<file path="src/rtl/rail_sup_pkg.sv">
package rail_sup_pkg;
  localparam int LIN_CW  = 3;
  localparam int CONV_CW = 6;
  localparam int DATA_W  = 8;

  typedef enum logic [1:0] {TRI_LO = 2'd0, TRI_FLT = 2'd1, TRI_HI = 2'd2} tri_lvl_e;

  typedef struct packed {
    logic [LIN_CW-1:0]  lin1;
    logic [LIN_CW-1:0]  lin2;
    logic [LIN_CW-1:0]  lin3;
    logic [LIN_CW-1:0]  lin4;
    logic [CONV_CW-1:0] conva;
  } dflt_set_t;

  // pin = {hi, flt}; float dominates
  function automatic tri_lvl_e tri_decode(logic [1:0] pin);
    if (pin[0]) return TRI_FLT;
    return pin[1] ? TRI_HI : TRI_LO;
  endfunction

  function automatic dflt_set_t dflt_lookup(tri_lvl_e b, tri_lvl_e a);
    dflt_set_t s;
    int unsigned idx;
    idx = 3 * int'(b) + int'(a);
    s.lin1 = 3'd2; s.lin2 = 3'd2; s.lin3 = 3'd7;
    case (idx)
      0: begin s.lin4 = 3'd2; s.conva = 6'd42; end
      1: begin s.lin4 = 3'd6; s.conva = 6'd36; end
      2: begin s.lin4 = 3'd2; s.conva = 6'd36; end
      3: begin s.lin4 = 3'd6; s.conva = 6'd42; end
      4: begin s.lin4 = 3'd3; s.conva = 6'd42; end
      5: begin s.lin4 = 3'd6; s.conva = 6'd16; end
      6: begin s.lin4 = 3'd0; s.conva = 6'd38; end
      7: begin s.lin4 = 3'd7; s.conva = 6'd42; end
      default: begin
        s.lin1 = 3'd1; s.lin2 = 3'd0; s.lin3 = 3'd1;
        s.lin4 = 3'd0; s.conva = 6'd16;
      end
    endcase
    return s;
  endfunction
endpackage

</file>
<file path="src/rtl/strap_latch.sv">
module strap_latch
  import rail_sup_pkg::*;
(
  input  logic      clk,
  input  logic      rst_n,
  input  logic      uvlo_i,
  input  logic [1:0] strap_a_i,
  input  logic [1:0] strap_b_i,
  output logic      load_o,
  output dflt_set_t dflt_o
);
  logic uvlo_q;

  always_ff @(posedge clk or negedge rst_n) begin
    if (!rst_n) uvlo_q <= 1'b1;
    else        uvlo_q <= uvlo_i;
  end

  assign load_o = uvlo_q & ~uvlo_i;
  assign dflt_o = dflt_lookup(tri_decode(strap_b_i), tri_decode(strap_a_i));

  AST_LOAD_ONE_CYCLE: assert property (@(posedge clk) disable iff (!rst_n)
    load_o |=> !load_o) else $error("load pulse longer than one cycle");
endmodule

</file>
<file path="src/rtl/rail_gate.sv">
module rail_gate #(
  parameter int N_CONV = 2,
  parameter int N_LIN  = 4,
  localparam int N_RAIL = N_CONV + N_LIN
) (
  input  logic              clk,
  input  logic              rst_n,
  input  logic              uvlo_i,
  input  logic              therm_conv_i,
  input  logic              therm_lin_i,
  input  logic [N_RAIL-1:0] pin_i,
  input  logic [N_RAIL-1:0] bit_i,
  output logic [N_RAIL-1:0] en_o
);
  for (genvar i = 0; i < N_RAIL; i++) begin : g_rail
    logic grp_hot;
    if (i >= N_LIN) begin : g_conv
      assign grp_hot = therm_conv_i;
    end else begin : g_lin
      assign grp_hot = therm_lin_i;
    end
    assign en_o[i] = ~uvlo_i & ~grp_hot & (pin_i[i] ^ bit_i[i]);
  end

  AST_UVLO_ALL_OFF: assert property (@(posedge clk) disable iff (!rst_n)
    uvlo_i |-> (en_o == '0)) else $error("rail on in lockout");
  AST_CONV_HOT_OFF: assert property (@(posedge clk) disable iff (!rst_n)
    therm_conv_i |-> (en_o[N_RAIL-1:N_LIN] == '0)) else $error("converter on while hot");
  AST_LIN_HOT_OFF: assert property (@(posedge clk) disable iff (!rst_n)
    therm_lin_i |-> (en_o[N_LIN-1:0] == '0)) else $error("linear on while hot");
endmodule

</file>
<file path="src/rtl/sup_regs.sv">
module sup_regs
  import rail_sup_pkg::*;
#(
  parameter int ADDR_W = 3
) (
  input  logic              clk,
  input  logic              rst_n,
  input  logic              uvlo_i,
  input  logic              load_i,
  input  dflt_set_t         dflt_i,
  input  logic              wr_en_i,
  input  logic [ADDR_W-1:0] wr_addr_i,
  input  logic [DATA_W-1:0] wr_data_i,
  input  logic [ADDR_W-1:0] rd_addr_i,
  input  logic [DATA_W-1:0] status_i,
  output logic [DATA_W-1:0] rd_data_o,
  output logic [DATA_W-1:0] ctrl_o,
  output logic              gate_o,
  output dflt_set_t         codes_o
);
  localparam logic [ADDR_W-1:0] A_STAT = ADDR_W'(0);
  localparam logic [ADDR_W-1:0] A_CTRL = ADDR_W'(1);
  localparam logic [ADDR_W-1:0] A_L12  = ADDR_W'(2);
  localparam logic [ADDR_W-1:0] A_L34  = ADDR_W'(3);
  localparam logic [ADDR_W-1:0] A_CVA  = ADDR_W'(4);
  localparam logic [ADDR_W-1:0] A_MISC = ADDR_W'(5);

  logic [DATA_W-1:0] ctrl_q;
  logic              gate_q;
  dflt_set_t         codes_q;
  logic              wr_ok;

  assign wr_ok = wr_en_i & ~uvlo_i;

  always_ff @(posedge clk or negedge rst_n) begin
    if (!rst_n) begin
      ctrl_q  <= '0;
      gate_q  <= 1'b1;
      codes_q <= '0;
    end else if (uvlo_i) begin
      ctrl_q <= '0;
      gate_q <= 1'b1;
    end else if (load_i) begin
      codes_q <= dflt_i;
    end else if (wr_ok) begin
      case (wr_addr_i)
        A_CTRL: ctrl_q <= wr_data_i;
        A_L12:  {codes_q.lin1, codes_q.lin2} <= wr_data_i[5:0];
        A_L34:  {codes_q.lin3, codes_q.lin4} <= wr_data_i[5:0];
        A_CVA:  codes_q.conva <= wr_data_i[CONV_CW-1:0];
        A_MISC: gate_q <= wr_data_i[0];
        default: ;
      endcase
    end
  end

  always_comb begin
    case (rd_addr_i)
      A_STAT:  rd_data_o = status_i;
      A_CTRL:  rd_data_o = ctrl_q;
      A_L12:   rd_data_o = {2'b00, codes_q.lin1, codes_q.lin2};
      A_L34:   rd_data_o = {2'b00, codes_q.lin3, codes_q.lin4};
      A_CVA:   rd_data_o = {2'b00, codes_q.conva};
      A_MISC:  rd_data_o = {7'd0, gate_q};
      default: rd_data_o = '0;
    endcase
  end

  assign ctrl_o  = ctrl_q;
  assign gate_o  = gate_q;
  assign codes_o = codes_q;

  AST_CTRL_CLEARED: assert property (@(posedge clk) disable iff (!rst_n)
    uvlo_i |=> (ctrl_q == '0)) else $error("control not cleared in lockout");
  AST_CODE_LOADED: assert property (@(posedge clk) disable iff (!rst_n)
    load_i |=> (codes_q == $past(dflt_i))) else $error("defaults not loaded");
  AST_CODE_HELD: assert property (@(posedge clk) disable iff (!rst_n)
    (!load_i && !wr_en_i) |=> $stable(codes_q)) else $error("codes moved");
endmodule

</file>
<file path="src/rtl/rail_supervisor.sv">
module rail_supervisor
  import rail_sup_pkg::*;
#(
  parameter int ADDR_W = 3
) (
  input  logic              clk,
  input  logic              rst_n,
  input  logic              uvlo_i,
  input  logic [5:0]        rail_pin_i,
  input  logic              therm_conv_i,
  input  logic              therm_lin_i,
  input  logic [1:0]        strap_a_i,
  input  logic [1:0]        strap_b_i,
  input  logic              wr_en_i,
  input  logic [ADDR_W-1:0] wr_addr_i,
  input  logic [7:0]        wr_data_i,
  input  logic [ADDR_W-1:0] rd_addr_i,
  output logic [7:0]        rd_data_o,
  input  logic [5:0]        pgood_i,
  input  logic              thr_above_i,
  input  logic              ramp_busy_i,
  output logic [5:0]        rail_en_o,
  output logic              rst_ctl_o,
  output logic              pd_ctl_o,
  output logic              thr_pull_o,
  output logic [7:0]        status_o,
  output logic [11:0]       lin_code_o,
  output logic [5:0]        conva_code_o
);
  localparam int N_CONV = 2;
  localparam int N_LIN  = 4;
  localparam int N_RAIL = N_CONV + N_LIN;

  logic              load_w;
  dflt_set_t         dflt_w;
  dflt_set_t         codes_w;
  logic [DATA_W-1:0] ctrl_w;
  logic              gate_w;
  logic [N_RAIL-1:0] not_good_w;

  strap_latch u_strap (
    .clk(clk), .rst_n(rst_n), .uvlo_i(uvlo_i),
    .strap_a_i(strap_a_i), .strap_b_i(strap_b_i),
    .load_o(load_w), .dflt_o(dflt_w)
  );

  sup_regs #(.ADDR_W(ADDR_W)) u_regs (
    .clk(clk), .rst_n(rst_n), .uvlo_i(uvlo_i),
    .load_i(load_w), .dflt_i(dflt_w),
    .wr_en_i(wr_en_i), .wr_addr_i(wr_addr_i), .wr_data_i(wr_data_i),
    .rd_addr_i(rd_addr_i), .status_i(status_o), .rd_data_o(rd_data_o),
    .ctrl_o(ctrl_w), .gate_o(gate_w), .codes_o(codes_w)
  );

  rail_gate #(.N_CONV(N_CONV), .N_LIN(N_LIN)) u_gate (
    .clk(clk), .rst_n(rst_n), .uvlo_i(uvlo_i),
    .therm_conv_i(therm_conv_i), .therm_lin_i(therm_lin_i),
    .pin_i(rail_pin_i), .bit_i(ctrl_w[N_RAIL-1:0]), .en_o(rail_en_o)
  );

  assign not_good_w   = ~(pgood_i & rail_en_o);
  assign status_o     = {thr_above_i, ramp_busy_i, not_good_w};
  assign rst_ctl_o    = ctrl_w[7];
  assign pd_ctl_o     = ctrl_w[6];
  assign thr_pull_o   = gate_w & ~thr_above_i & ~uvlo_i;
  assign lin_code_o   = {codes_w.lin1, codes_w.lin2, codes_w.lin3, codes_w.lin4};
  assign conva_code_o = codes_w.conva;

  AST_OFF_IS_NOT_GOOD: assert property (@(posedge clk) disable iff (!rst_n)
    ((~rail_en_o & ~status_o[5:0]) == '0)) else $error("disabled rail reported good");
  AST_LOCKOUT_PINS_LOW: assert property (@(posedge clk) disable iff (!rst_n)
    uvlo_i |=> (!rst_ctl_o && !pd_ctl_o)) else $error("control outputs released in lockout");
endmodule

</file>
<file path="config.mk">
export PLATFORM = sky130hd
export DESIGN_NAME = rail_supervisor
export DESIGN_NICKNAME = d
export VERILOG_FILES = /design/src/rtl/rail_sup_pkg.sv /design/src/rtl/strap_latch.sv /design/src/rtl/rail_gate.sv /design/src/rtl/sup_regs.sv /design/src/rtl/rail_supervisor.sv
export SDC_FILE = /design/constraint.sdc
export NUM_CORES = 1
export LEC_CHECK = 0
export BUFFER_PORTS_ARGS = -buffer_cell sky130_fd_sc_hd__buf_2
export CORE_ASPECT_RATIO = 1.5
export CORE_MARGIN = 2
export CORE_UTILIZATION = 30
export CTS_BUF_LIST = sky130_fd_sc_hd__clkbuf_4 sky130_fd_sc_hd__clkbuf_8 sky130_fd_sc_hd__clkbuf_16
export DETAILED_ROUTE_END_ITERATION = 7
export RECOVER_POWER = 25
export SYNTH_ARGS = -nofsm -noshare
export SYNTH_HDL_FRONTEND = slang
export SYNTH_SLANG_ARGS = --single-unit
</file>
<file path="constraint.sdc">
create_clock -name clk -period 3.66 [get_ports clk]
set_input_delay 0.549 -clock clk [delete_from_list [all_inputs] [get_ports clk]]
set_output_delay 0.549 -clock clk [all_outputs]
set_load 0.02 [all_outputs]
</file>
==> flow_metrics.tcl <==
set metrics [dict create \
    p_per_area_nw_per_um2 349.2 \
    core.rowCount 35 \
    maxCapViolations 0 \
    syn-mean-instance-area_um2 9.105 \
    fmax_ghz 0.4389 \
    cp.arrival_ps 1730 \
    ys.flop_type "dfrtp_1" \
    initial_core_util_pct 31.19 \
    ys_types 43 \
    drt_iter0_markers 28 \
    ant_nets 0 \
    vias 1824 \
    die_area_um2 7137 \
    yosysWarningCount 0 \
    critPathBufInv 2 \
    fin_total_pwr_uw 847.5 \
    leakage_nw 1.200 \
    cts_sinks 28 \
    dr.pass1.iters 4 \
    overflow 0 \
    cts-buffers-inserted 3 \
    ctsRootBufferMaster "clkbuf_8" \
    finalInstanceArea_um2 2427 \
    setup_tns_ps 0 \
    crit_type "input pin to output pin" \
    chipHeight_um 102.5 \
    tightestPinTransition_ps 1483 \
    finalClockSkew_ps 4.924 \
    dpl.hpwl_mm 4.389 \
    multi_input_area_um2 1150 \
    ioPinCount 81 \
    diodes 0 \
    cp-start-kind "input pin" \
    synth_seq_cells 28 \
    drv_slew 0 \
    place_congestion 0.7903 \
    wire_per_inst_um 15.10 \
    finalHoldViolCount 0 \
    clock_path_buffers 2 \
    slowest_delay_ps 360 \
    routed_via_density 5.109 \
    syn_area_um2 1939 \
    syn_inst 213 \
    rsz0062_at_grt "false" \
    post_cts_resized 0 \
    clkLatencyLatePin_ps 280 \
    antenna_found_initial 0 \
    seq_area_um2 703.2 \
    async_flop_share_pct 100.0 \
    portBuffers 80 \
    post_cts_buffers 0 \
    grt_pass1_wl_mm 8.597 \
    period_needed_ps 2278 \
    clk_pin_slew_ps 100 \
    cp.required_ps 3110 \
    cts_tree "yes" \
    coreArea_um2 6218 \
    syn2layout_area_growth_pct 25.16 \
    slowest_stage "mux2_2" \
    fin_util_pct 39.03 \
    critPathTopFamily "compound AO/OA/AOI/OAI gates" \
    die_width_um 69.65 \
    crit_chain "buf_2 -> mux2_2 -> a221o_1 -> o21a_1 -> buf_2" \
    drcViolationCount 0 \
    synth_nets 253 \
    hold_buffers 0 \
    finalSetupViolations 0 \
    h-tree-depth 1 \
    n_fill_cell 650 \
    hold_ws_ps 503.7 \
    yosysSeqAreaShare_pct 36.26 \
    final_common_cell "buf_2" \
    status "finished, final reports clean" \
    worstSetupEndpointType "output pin" \
    dpl_cell_area_um2 2357 \
    hold_class "input pin to flop" \
    crit_top_cell "buf_2" \
    grt_max_degree 29 \
    fin_crit_sh_pct 62.25 \
    slew_headroom_pct 1.123 \
    irDropWorstVdd_v 0.0001683 \
    drive_above_1_share_pct 32.86 \
    cp_max_fo 13 \
    grt_pass1_vias 1771 \
    globalRouteTotalUtil_pct 14.71 \
    drt-total-wl_mm 5.390 \
    synth_edf_count 0 \
    nets 324 \
    final_cell_mix "buf_2 (79), mux2i_1 (27), dfrtp_1 (26)" \
]
through the flow:
| step | instances | setup slack (ps) |
|---|---|---|
| floorplan | 213 | 1385 |
| finish | 357 | 1382 |
| detailed placement | 353 | 1389 |
| global placement | 353 | 1408 |
| global route | 357 | 1287 |
| CTS | 357 | 1383 |
routing by layer:
layer | track usage (%) | up-vias | share of wire (%)
met3 | 1.183 | 4 | 3.5
met1 | 17.36 | 869 | 41
met4 | 3.698 | 0 | 0.87
li1 | - | 911 | -
met2 | 28.70 | 40 | 55
met5 | 0 | - | 0
path summary, 6_finish.rpt:
check | from | end | slack [ps] | cells after the start
min in group asynchronous | rst_n | u_regs.codes_o[14] | 610 | 1
min reg2reg | u_regs.codes_o[12] | u_regs.codes_o[12] | 550 | 2
max | rd_addr_i[2] | rd_data_o[0] | 1380 | 5
max in group asynchronous | rst_n | u_regs.ctrl_o[0] | 2190 | 1
max reg2reg | u_strap.uvlo_q | u_regs.codes_o[2] | 1850 | 5
min | wr_data_i[6] | u_regs.ctrl_o[6] | 500 | 3
flip-flops by register name, summed over array words and instances, names as in the netlist:
register / flops
u_regs.ctrl_o: 8
u_regs.codes_o: 18
u_strap.uvlo_q: 1
u_regs.gate_o: 1
power by group:
group	internal [mW]	switching, mW
sequential	0.334	0.0264
combinational	0.0955	0.146
clock	0.147	0.0987
total	0.576	0.272
worst min-delay path: stages:
cell and delay (ps):
buf_2 70, mux2i_1 50, nor2_1 70
Yosys cell counts, drive strengths merged (4+ instances only):
master / number / share of area, %
a221o: 6 / 3.1
nand2: 19 / 3.7
dfrtp: 26 / 34
a21oi: 10 / 2.6
mux2i: 27 / 14
clkbuf: 4 / 0.84
nor2b: 8 / 2.6
nand2b: 4 / 1.3
buf: 11 / 3.4
o21a: 6 / 2.3
nor2: 22 / 4.3
nor3: 7 / 1.8
xnor2: 8 / 3.6
o21ai: 14 / 3.6
o31ai: 4 / 1.5
layout make-up:
| type | instances | share of cell area (%) |
|---|---|---|
| Timing Repair Buffer | 81 | 16.75 |
| Multi-Input combinational cell | 169 | 47.37 |
| Inverter | 1 | 0.1546 |
| Tap cell | 74 | 3.814 |
| Clock buffer | 3 | 1.701 |
| Sequential cell | 28 | 28.97 |
| Clock inverter | 1 | 1.237 |
cells by family after synthesis:
logic type	share of synthesized area, %
muxes	14.52
and+or+nand+nor	19.94
AOI/OAI and AO/OA	19.42
xor gates and xnor gates	3.613
buffers and inverters	4.451
adders and majority gates	1.806
DFF	36.26
No activity file was read; power rests on OpenSTA's default activity.
